--- src/rtl/sched_pkg.sv ---
`timescale 1ns/1ps
package sched_pkg;
  // strobes issued by the control half to the slot table
  typedef struct packed {
    logic take;    // load the chosen free slot with the incoming request
    logic retire;  // release the slot whose completion was handed over
  } tblStrobe_t;
endpackage

--- src/rtl/schedTable.sv ---
`timescale 1ns/1ps
module schedTable
  import sched_pkg::*;
#(
  parameter int DEPTH = 4,
  parameter int ID_W  = 2,
  parameter int LAT_W = 4,
  parameter int IDX_W = (DEPTH > 1) ? $clog2(DEPTH) : 1
) (
  input  logic             clk,
  input  logic             rstN,
  input  logic             strictMode,
  input  tblStrobe_t       strobe,
  input  logic [IDX_W-1:0] allocIdx,
  input  logic [ID_W-1:0]  allocId,
  input  logic [LAT_W-1:0] allocLat,
  input  logic [IDX_W-1:0] freeIdx,
  input  logic [IDX_W-1:0] selIdx,
  output logic [DEPTH-1:0] validMask,
  output logic [DEPTH-1:0] eligMask,
  output logic [ID_W-1:0]  selId
);

  logic [DEPTH-1:0] entValid;
  logic [ID_W-1:0]  entId     [DEPTH];
  logic [LAT_W-1:0] entCnt    [DEPTH];
  // olderMask[i][j] set: slot j holds a request accepted before slot i's
  logic [DEPTH-1:0] olderMask [DEPTH];
  logic [DEPTH-1:0] freeVec;
  logic [DEPTH-1:0] blockedVec;

  assign freeVec   = strobe.retire ? (DEPTH'(1) << freeIdx) : '0;
  assign validMask = entValid;
  assign selId     = entId[selIdx];

  always_ff @(posedge clk) begin
    if (!rstN) begin
      entValid <= '0;
      for (int i = 0; i < DEPTH; i++) begin
        entId[i]     <= '0;
        entCnt[i]    <= '0;
        olderMask[i] <= '0;
      end
    end else begin
      for (int i = 0; i < DEPTH; i++) begin
        if (entValid[i] && (entCnt[i] != '0))
          entCnt[i] <= entCnt[i] - 1'b1;
        if (strobe.retire)
          olderMask[i][freeIdx] <= 1'b0;
        if (strobe.retire && (freeIdx == IDX_W'(i)))
          entValid[i] <= 1'b0;
        if (strobe.take && (allocIdx == IDX_W'(i))) begin
          entValid[i]  <= 1'b1;
          entId[i]     <= allocId;
          entCnt[i]    <= allocLat;
          olderMask[i] <= entValid & ~freeVec;
        end
      end
    end
  end

  // a slot may complete once its count is spent and no older slot
  // of the same ID (or of any ID in strict mode) is still outstanding
  always_comb begin
    for (int i = 0; i < DEPTH; i++) begin
      blockedVec[i] = 1'b0;
      for (int j = 0; j < DEPTH; j++) begin
        if ((j != i) && olderMask[i][j] && entValid[j] &&
            (strictMode || (entId[j] == entId[i])))
          blockedVec[i] = 1'b1;
      end
      eligMask[i] = entValid[i] && (entCnt[i] == '0) && !blockedVec[i];
    end
  end


  alloc_free_slot_chk: assert property (@(posedge clk) disable iff (!rstN)
    strobe.take |-> !entValid[allocIdx]);


  free_valid_chk: assert property (@(posedge clk) disable iff (!rstN)
    strobe.retire |-> entValid[freeIdx]);

  for (genvar g = 0; g < DEPTH; g++) begin : gCntChk

    cnt_down_chk: assert property (@(posedge clk) disable iff (!rstN)
      (entValid[g] && (entCnt[g] != '0) && !(strobe.take && (allocIdx == IDX_W'(g))))
      |=> (entCnt[g] == $past(entCnt[g]) - 1'b1));
  end

endmodule

--- src/rtl/schedCtrl.sv ---
`timescale 1ns/1ps
module schedCtrl
  import sched_pkg::*;
#(
  parameter int DEPTH = 4,
  parameter int IDX_W = (DEPTH > 1) ? $clog2(DEPTH) : 1
) (
  input  logic             clk,
  input  logic             rstN,
  input  logic             reqValid,
  output logic             reqReady,
  output logic             cplValid,
  input  logic             cplReady,
  input  logic [DEPTH-1:0] validMask,
  input  logic [DEPTH-1:0] eligMask,
  output tblStrobe_t       strobe,
  output logic [IDX_W-1:0] allocIdx,
  output logic [IDX_W-1:0] freeIdx,
  output logic [IDX_W-1:0] selIdx
);

  logic             anyFree;
  logic             anyElig;
  logic [IDX_W-1:0] freeSlot;
  logic [IDX_W-1:0] pickIdx;
  logic             lockValid;
  logic [IDX_W-1:0] lockIdx;

  // lowest free slot and lowest eligible slot
  always_comb begin
    anyFree  = 1'b0;
    freeSlot = '0;
    anyElig  = 1'b0;
    pickIdx  = '0;
    for (int k = DEPTH - 1; k >= 0; k--) begin
      if (!validMask[k]) begin
        anyFree  = 1'b1;
        freeSlot = IDX_W'(k);
      end
      if (eligMask[k]) begin
        anyElig = 1'b1;
        pickIdx = IDX_W'(k);
      end
    end
  end

  assign reqReady = anyFree;
  assign cplValid = lockValid | anyElig;
  assign selIdx   = lockValid ? lockIdx : pickIdx;
  assign allocIdx = freeSlot;
  assign freeIdx  = selIdx;

  always_comb begin
    strobe.take   = reqValid & reqReady;
    strobe.retire = cplValid & cplReady;
  end

  // an offer that was not taken stays pinned to its slot
  always_ff @(posedge clk) begin
    if (!rstN) begin
      lockValid <= 1'b0;
      lockIdx   <= '0;
    end else begin
      lockValid <= cplValid & ~cplReady;
      lockIdx   <= selIdx;
    end
  end


  cpl_hold_chk: assert property (@(posedge clk) disable iff (!rstN)
    (cplValid && !cplReady) |=> (cplValid && (selIdx == $past(selIdx))));


  sel_valid_chk: assert property (@(posedge clk) disable iff (!rstN)
    cplValid |-> validMask[selIdx]);

endmodule

--- src/rtl/orderedCplSched.sv ---
`timescale 1ns/1ps
module orderedCplSched
  import sched_pkg::*;
#(
  parameter int ID_W  = 2,
  parameter int DEPTH = 4,
  parameter int LAT_W = 4
) (
  input  logic             clk,
  input  logic             rstN,
  input  logic             strictMode,
  input  logic             rdReqValid,
  output logic             rdReqReady,
  input  logic [ID_W-1:0]  rdReqId,
  input  logic [LAT_W-1:0] rdReqLat,
  output logic             rdCplValid,
  input  logic             rdCplReady,
  output logic [ID_W-1:0]  rdCplId,
  input  logic             wrReqValid,
  output logic             wrReqReady,
  input  logic [ID_W-1:0]  wrReqId,
  input  logic [LAT_W-1:0] wrReqLat,
  output logic             wrCplValid,
  input  logic             wrCplReady,
  output logic [ID_W-1:0]  wrCplId
);

  localparam int NUM_CH = 2;  // index 0 reads, index 1 writes
  localparam int IDX_W  = (DEPTH > 1) ? $clog2(DEPTH) : 1;

  logic             reqValidA [NUM_CH];
  logic             reqReadyA [NUM_CH];
  logic [ID_W-1:0]  reqIdA    [NUM_CH];
  logic [LAT_W-1:0] reqLatA   [NUM_CH];
  logic             cplValidA [NUM_CH];
  logic             cplReadyA [NUM_CH];
  logic [ID_W-1:0]  cplIdA    [NUM_CH];

  assign reqValidA[0] = rdReqValid;
  assign reqIdA[0]    = rdReqId;
  assign reqLatA[0]   = rdReqLat;
  assign cplReadyA[0] = rdCplReady;
  assign reqValidA[1] = wrReqValid;
  assign reqIdA[1]    = wrReqId;
  assign reqLatA[1]   = wrReqLat;
  assign cplReadyA[1] = wrCplReady;

  assign rdReqReady = reqReadyA[0];
  assign rdCplValid = cplValidA[0];
  assign rdCplId    = cplIdA[0];
  assign wrReqReady = reqReadyA[1];
  assign wrCplValid = cplValidA[1];
  assign wrCplId    = cplIdA[1];

  for (genvar c = 0; c < NUM_CH; c++) begin : gDom
    tblStrobe_t       strobe;
    logic [IDX_W-1:0] allocIdx;
    logic [IDX_W-1:0] freeIdx;
    logic [IDX_W-1:0] selIdx;
    logic [DEPTH-1:0] validMask;
    logic [DEPTH-1:0] eligMask;

    schedCtrl #(.DEPTH(DEPTH), .IDX_W(IDX_W)) uCtrl (
      .clk(clk), .rstN(rstN),
      .reqValid(reqValidA[c]), .reqReady(reqReadyA[c]),
      .cplValid(cplValidA[c]), .cplReady(cplReadyA[c]),
      .validMask(validMask), .eligMask(eligMask),
      .strobe(strobe), .allocIdx(allocIdx), .freeIdx(freeIdx), .selIdx(selIdx)
    );

    schedTable #(.DEPTH(DEPTH), .ID_W(ID_W), .LAT_W(LAT_W), .IDX_W(IDX_W)) uTable (
      .clk(clk), .rstN(rstN), .strictMode(strictMode),
      .strobe(strobe), .allocIdx(allocIdx),
      .allocId(reqIdA[c]), .allocLat(reqLatA[c]),
      .freeIdx(freeIdx), .selIdx(selIdx),
      .validMask(validMask), .eligMask(eligMask), .selId(cplIdA[c])
    );


    cpl_id_stable_chk: assert property (@(posedge clk) disable iff (!rstN)
      (cplValidA[c] && !cplReadyA[c]) |=> (cplValidA[c] && $stable(cplIdA[c])));
  end

endmodule

--- config.mk ---
export PLATFORM = sky130hd
export DESIGN_NAME = orderedCplSched
export DESIGN_NICKNAME = d
export VERILOG_FILES = /design/src/rtl/sched_pkg.sv /design/src/rtl/schedTable.sv /design/src/rtl/schedCtrl.sv /design/src/rtl/orderedCplSched.sv
export SDC_FILE = /design/constraint.sdc
export NUM_CORES = 1
export LEC_CHECK = 0
export ABC_CLOCK_PERIOD_IN_PS = 4350
export CORE_MARGIN = 10
export CORE_UTILIZATION = 35
export DETAILED_ROUTE_END_ITERATION = 8
export PLACE_DENSITY = 0.49
export SLEW_MARGIN = 5
export SYNTH_ARGS = -nofsm -noshare
export SYNTH_HDL_FRONTEND = slang
export SYNTH_SLANG_ARGS = --single-unit
--- constraint.sdc ---
create_clock -name clk -period 4.35 [get_ports clk]
set_clock_uncertainty 0.15 [all_clocks]
set_input_delay 1.0875 -clock clk [delete_from_list [all_inputs] [get_ports clk]]
set_output_delay 1.0875 -clock clk [all_outputs]
set_load 0.005 [all_outputs]
Word-level counts from Yosys, hierarchy flattened
Memory sizes are Yosys's and may differ from the RTL's.
Cells that the tools add are included.

storage, ports and cells
  bits in writable memories = 80
  memories kept = 6
  logic and storage cells = 543
  output and inout bits = 8
  register bits = 14

cells by class
  reduce and logical (&&, ||, !) cells = 150
  equal/unequal tests = 36
  bitwise gates (word level) = 102
  muxes and demuxes = 223
  add/subtract/negate cells = 8
  shifts and indexed selects = 2
  $lt $le $gt $ge = 4

memory list
  name                      words  width  rd ports  clocked after memory_dff  write ports  line              RTL
  gDom[0].uTable.entCnt     4      4      4         0                         4            schedTable.sv:26  logic [LAT_W-1:0] entCnt [DEPTH];
  gDom[0].uTable.olderMask  4      4      4         0                         4            schedTable.sv:28  logic [DEPTH-1:0] olderMask [DEPTH];
  gDom[1].uTable.entCnt     4      4      4         0                         4            schedTable.sv:26
  gDom[1].uTable.olderMask  4      4      4         0                         4            schedTable.sv:28
  gDom[0].uTable.entId      4      2      5         0                         4            schedTable.sv:25  logic [ID_W-1:0] entId [DEPTH];
  gDom[1].uTable.entId      4      2      5         0                         4            schedTable.sv:25

operator list
  kind                                                               number
  two-way mux 1 bit                                                  175
  logical AND 1 bit                                                  90
  OR 1 bit                                                           90
  two-way mux 4 bit                                                  20
  two-way mux 2 bit                                                  26
  equality test 2 bit                                                24
  zero test 4 bit                                                    8
  nonzero test 4 bit                                                 8
  subtractor 4 x 1 -> 4 bit, second input constant                   8
  logical OR 1 bit                                                   24
  equality test 2 bit, second input constant                         8
  nonzero test 2 bit                                                 8
  bitwise AND 4 bit                                                  2
  equality test 2 x 1 -> 1 bit, second input constant                4
  zero test 1 bit                                                    8
  zero test 2 bit                                                    4
  NOT 4 bit                                                          2
  << shifter 1 x 2 -> 4 bit, first input constant                    2
  bitwise AND 1 bit                                                  6
  < comparator 2 x 3 -> 1 bit, second input constant                 2
  demux 1 bit (select 2 bit)                                         2
  greater-or-equal comparator 2 x 1 -> 1 bit, second input constant  2
  NOT 1 bit                                                          2

Longest topological paths before layout
  depth after elaboration = 20
  mapped depth = 10
  gate-level depth less buffers = 9

Modules after synthesis
A second synthesis with hierarchy kept.

unflattened totals
  cell total of the unflattened synthesis = 517
  area total of the unflattened synthesis = 4971.0 sq um

by module, submodules not included
  module                       cells an instance  times used  area an instance (sq um)
  schedTable (gDom[1].uTable)  230                1           2278.4
  schedTable (gDom[0].uTable)  231                1           2239.6
  schedCtrl                    28                 2           226.5

Worst setup path after synthesis
Ideal clock, no wire load.

  path type = input to output
  from = input port strictMode
  to = output port wrCplId[0]
  stages on the path = 7
  buffers on the path = 1
  setup slack = 700 ps
  data arrival time = 2412 ps
  data required time = 3113 ps
  cell sequence = buf_2 -> a21oi_1 -> o2111ai_1 -> o22ai_1 -> nand3_1 -> a311oi_1 -> a22oi_1

between the ends
  longest elaborated chain between the ends = 13

RTL lines
  element                          line                   RTL
  start: declaration               orderedCplSched.sv:11  input logic strictMode,
  logical OR 1 bit                 schedTable.sv:69       (strictMode || (entId[j] == entId[i])))
  logical AND 1 bit                schedTable.sv:68       if ((j != i) && olderMask[i][j] && entValid[j] &&
  two-way mux 1 bit (3 in series)  schedTable.sv:68
  zero test 1 bit                  schedTable.sv:72       eligMask[i] = entValid[i] && (entCnt[i] == '0) && !blockedVec[i];
  logical AND 1 bit                schedTable.sv:72
  two-way mux 2 bit (3 in series)  schedCtrl.sv:40        if (eligMask[k]) begin
  two-way mux 2 bit (*)            schedCtrl.sv:40
  two-way mux 2 bit (*)            schedCtrl.sv:49        assign selIdx = lockValid ? lockIdx : pickIdx;
  memory (4 x 2 bit) (*)           --
  end: declaration                 orderedCplSched.sv:25  output logic [ID_W-1:0] wrCplId

Every way passes the cells marked *; elsewhere a longest branch is shown, timed or not.

Final worst setup path
Ends and elaborated chain as after synthesis.

==> run metrics <==
run status=finished clean; initial antenna violation count=0; P per Cell Area=344 nW/um^2; Async SR Flop Fraction=0; CP Launch Type=input pin; CP endpoint kind=output pin; maxcap violations=0; cts bufs inserted=9; aggregate routed wire length=14000 um; Ports=27; DRT iter0 DRCs=283; Synth Register Bits=86; Clock Latency Late Sink=about 0.35 ns; Worst Max-Slew Pin Slew=0.669 ns; critical path data arrival time=3.00 ns; die area=20000 sq um; Site Rows=44; cell count after synthesis=528; Port Buffer Count=26; Hold Fails Final Rpt=0; Syn. warnings=0; crit path time final=4.24 ns; DP Wirelength=a little over 10000 um; top-count cell post-synth=edfxtp_1; drt wl/cell=18.2 um; CTS tree=built; DRT antenna net count=0; Die Y=141 um; Util after Layout=0.436; CP Max Fanout=6; top-area cell type share of the netlist area=0.420; largest net degree at the start of global routing=33; Longest Clk Path Bufs=2; Clock Sinks=86; Area Growth Syn to Fin=22.4%; Leak Pwr=2.41 nW; Tot GR Track Use=0.142; Synth area leader=edfxtp_1; Post-Place Setup Slack=-0.485 ns; hold crit path type=reg2reg; Final Instance Count excl. Fillers=a little under 800; sequential share of the synthesized area=0.474; vias in the first global route=4107; RSZ-0062 raised after global routing=false; clock transition at the registers of the reported paths=0.06 ns; initial core utilization=0.356; total chip power=2.17 mW; Post-synth EDFFs=72; Post-synth top cells=edfxtp_1, nor2_1, nand2_1; Vias=4138; Unique masters post-synth=63; Post-Syn Nets=563; first-pass GRT wire length=22600 um; final worst-path cycle share=0.974; synthesized area per cell=~10 sq um; hold buffers post-CTS=0; Root Buffer=clkbuf_16; placed insts=about 740; drt first pass iters=6; critical path type=in2out; nets=around 620; Highest Clock Rate=236 MHz; Peak supply drop=0.000182 V; htree depth=3; Final setup viols=0; layout cell share with drive strength beyond 1=0.154; core box area=approximately 14000 sq um; Overflow after GRT=0; Synth Cell Area=5150 sq um; Worst Slack Setup Final=0.112 ns; required time worst endpoint=between 3 and 4 ns; RePlAce Congestion=a little over 0.9; Slew HR=0.550; synth top area cells=edfxtp_1, xnor2_1, dfxtp_1, nor2_1, nand2_1; Top FF cell, synth=edfxtp_1; drt via density=5.37; DRC=0; Pins Over Slew Limit=0; antenna fix cells=0; Die W=about 140 um
-- metrics by stage --
step | setup TNS [ns] | hold WS, ns | instance area [sq um]
2_1_floorplan | 0 | 0.370 | 5150
3_3_place_gp | -2.21 | 0.441 | 5770
3_5_place_dp | -2.29 | 0.455 | 5770
4_1_cts | 0 | 0.472 | 6260
5_1_grt | 0 | 0.522 | 6310
6_report | 0 | 0.466 | 6310
-- worst paths after layout --
kind | cells past startpoint | slack [ns] | endpoint | from
setup / recovery | 9 | 0.11 | wrCplId[0] | strictMode
hold / removal | 1 | 0.47 | gDom[1].uTable.entCnt[0][0] | gDom[1].uTable.entCnt[0][0]
setup reg to reg | 12 | 1.21 | gDom[0].uTable.olderMask[3][0] | gDom[0].uTable.entId[0][1]
hold reg to reg | 1 | 0.47 | gDom[1].uTable.entCnt[0][0] | gDom[1].uTable.entCnt[0][0]
-- critical path: stages --
cell,delay [ns]
buf_2,0.13
bufbuf_16,0.28
a21oi_4,0.12
nor2_1,0.08
or4_4,0.59
mux2_4,0.31
a32oi_2,0.19
a22oi_1,0.09
buf_2,0.14
-- flip-flops by register name, indices dropped and copies added, names as in the netlist --
register	count
gDom.uCtrl.lockValid	2
gDom.uTable.entCnt	32
gDom.uTable.entId	16
gDom.uTable.validMask	8
gDom.uTable.olderMask	24
gDom.uCtrl.lockIdx	4
-- placed cells by master, fill, tap and decap left out, drive strengths merged, types with 11 or more instances in the layout --
| master | count |
|---|---|
| a21oi | 28 |
| nand2 | 62 |
| dfxtp | 14 |
| xnor2 | 40 |
| and2 | 12 |
| nor2 | 63 |
| inv | 26 |
| clkdlybuf4s50 | 20 |
| buf | 40 |
| o21ai | 29 |
| clkbuf | 11 |
| and3 | 11 |
| ha | 16 |
| edfxtp | 72 |
| nand2b | 16 |
-- timing repair --
action	4_1_cts	5_1_grt
setup endpoints to repair	6	6
hold endpoints to repair	0	0
setup buffers	8	2
gates cloned	1	0
pin swaps	9	8
resized for setup	25	12
-- cell type report --
class | count | area, sq um
clock buffer | 10 | 239
clock inverter | 6 | 85.1
fill | 1410 | 8170
inverter | 26 | 97.6
multi-input combinational | 393 | 2640
sequential | 86 | 2440
tap | 184 | 230
timing repair buffer | 65 | 576
-- kinds of logic after synthesis --
kind of cell,after synthesis,share of synthesized area
XOR/XNOR,40,0.0680
AO/OA/AOI/OAI,110,0.147
buffers and inverters,49,0.0384
multiplexers,8,0.0172
adder cells (fa/ha/maj),16,0.0389
AND/OR/NAND/NOR,219,0.217
flip-flops,86,0.474
-- where the power goes --
part | switching [mW] | internal (mW)
clock | 0.330 | 0.517
sequential | 0.0470 | 0.949
combinational | 0.177 | 0.148
total | 0.554 | 1.61
-- layer usage --
metal | share of wire | vias up | GRT usage | wire [um]
met5 | 0 | - | 0 | 0
met4 | 0.015 | 0 | 0.0527 | 204
met3 | 0.047 | 13 | 0.0274 | 663
met2 | 0.44 | 90 | 0.212 | 6220
met1 | 0.49 | 2029 | 0.197 | 6920
li1 | - | 2006 | - | -
No activity file was read; power rests on OpenSTA's default activity.
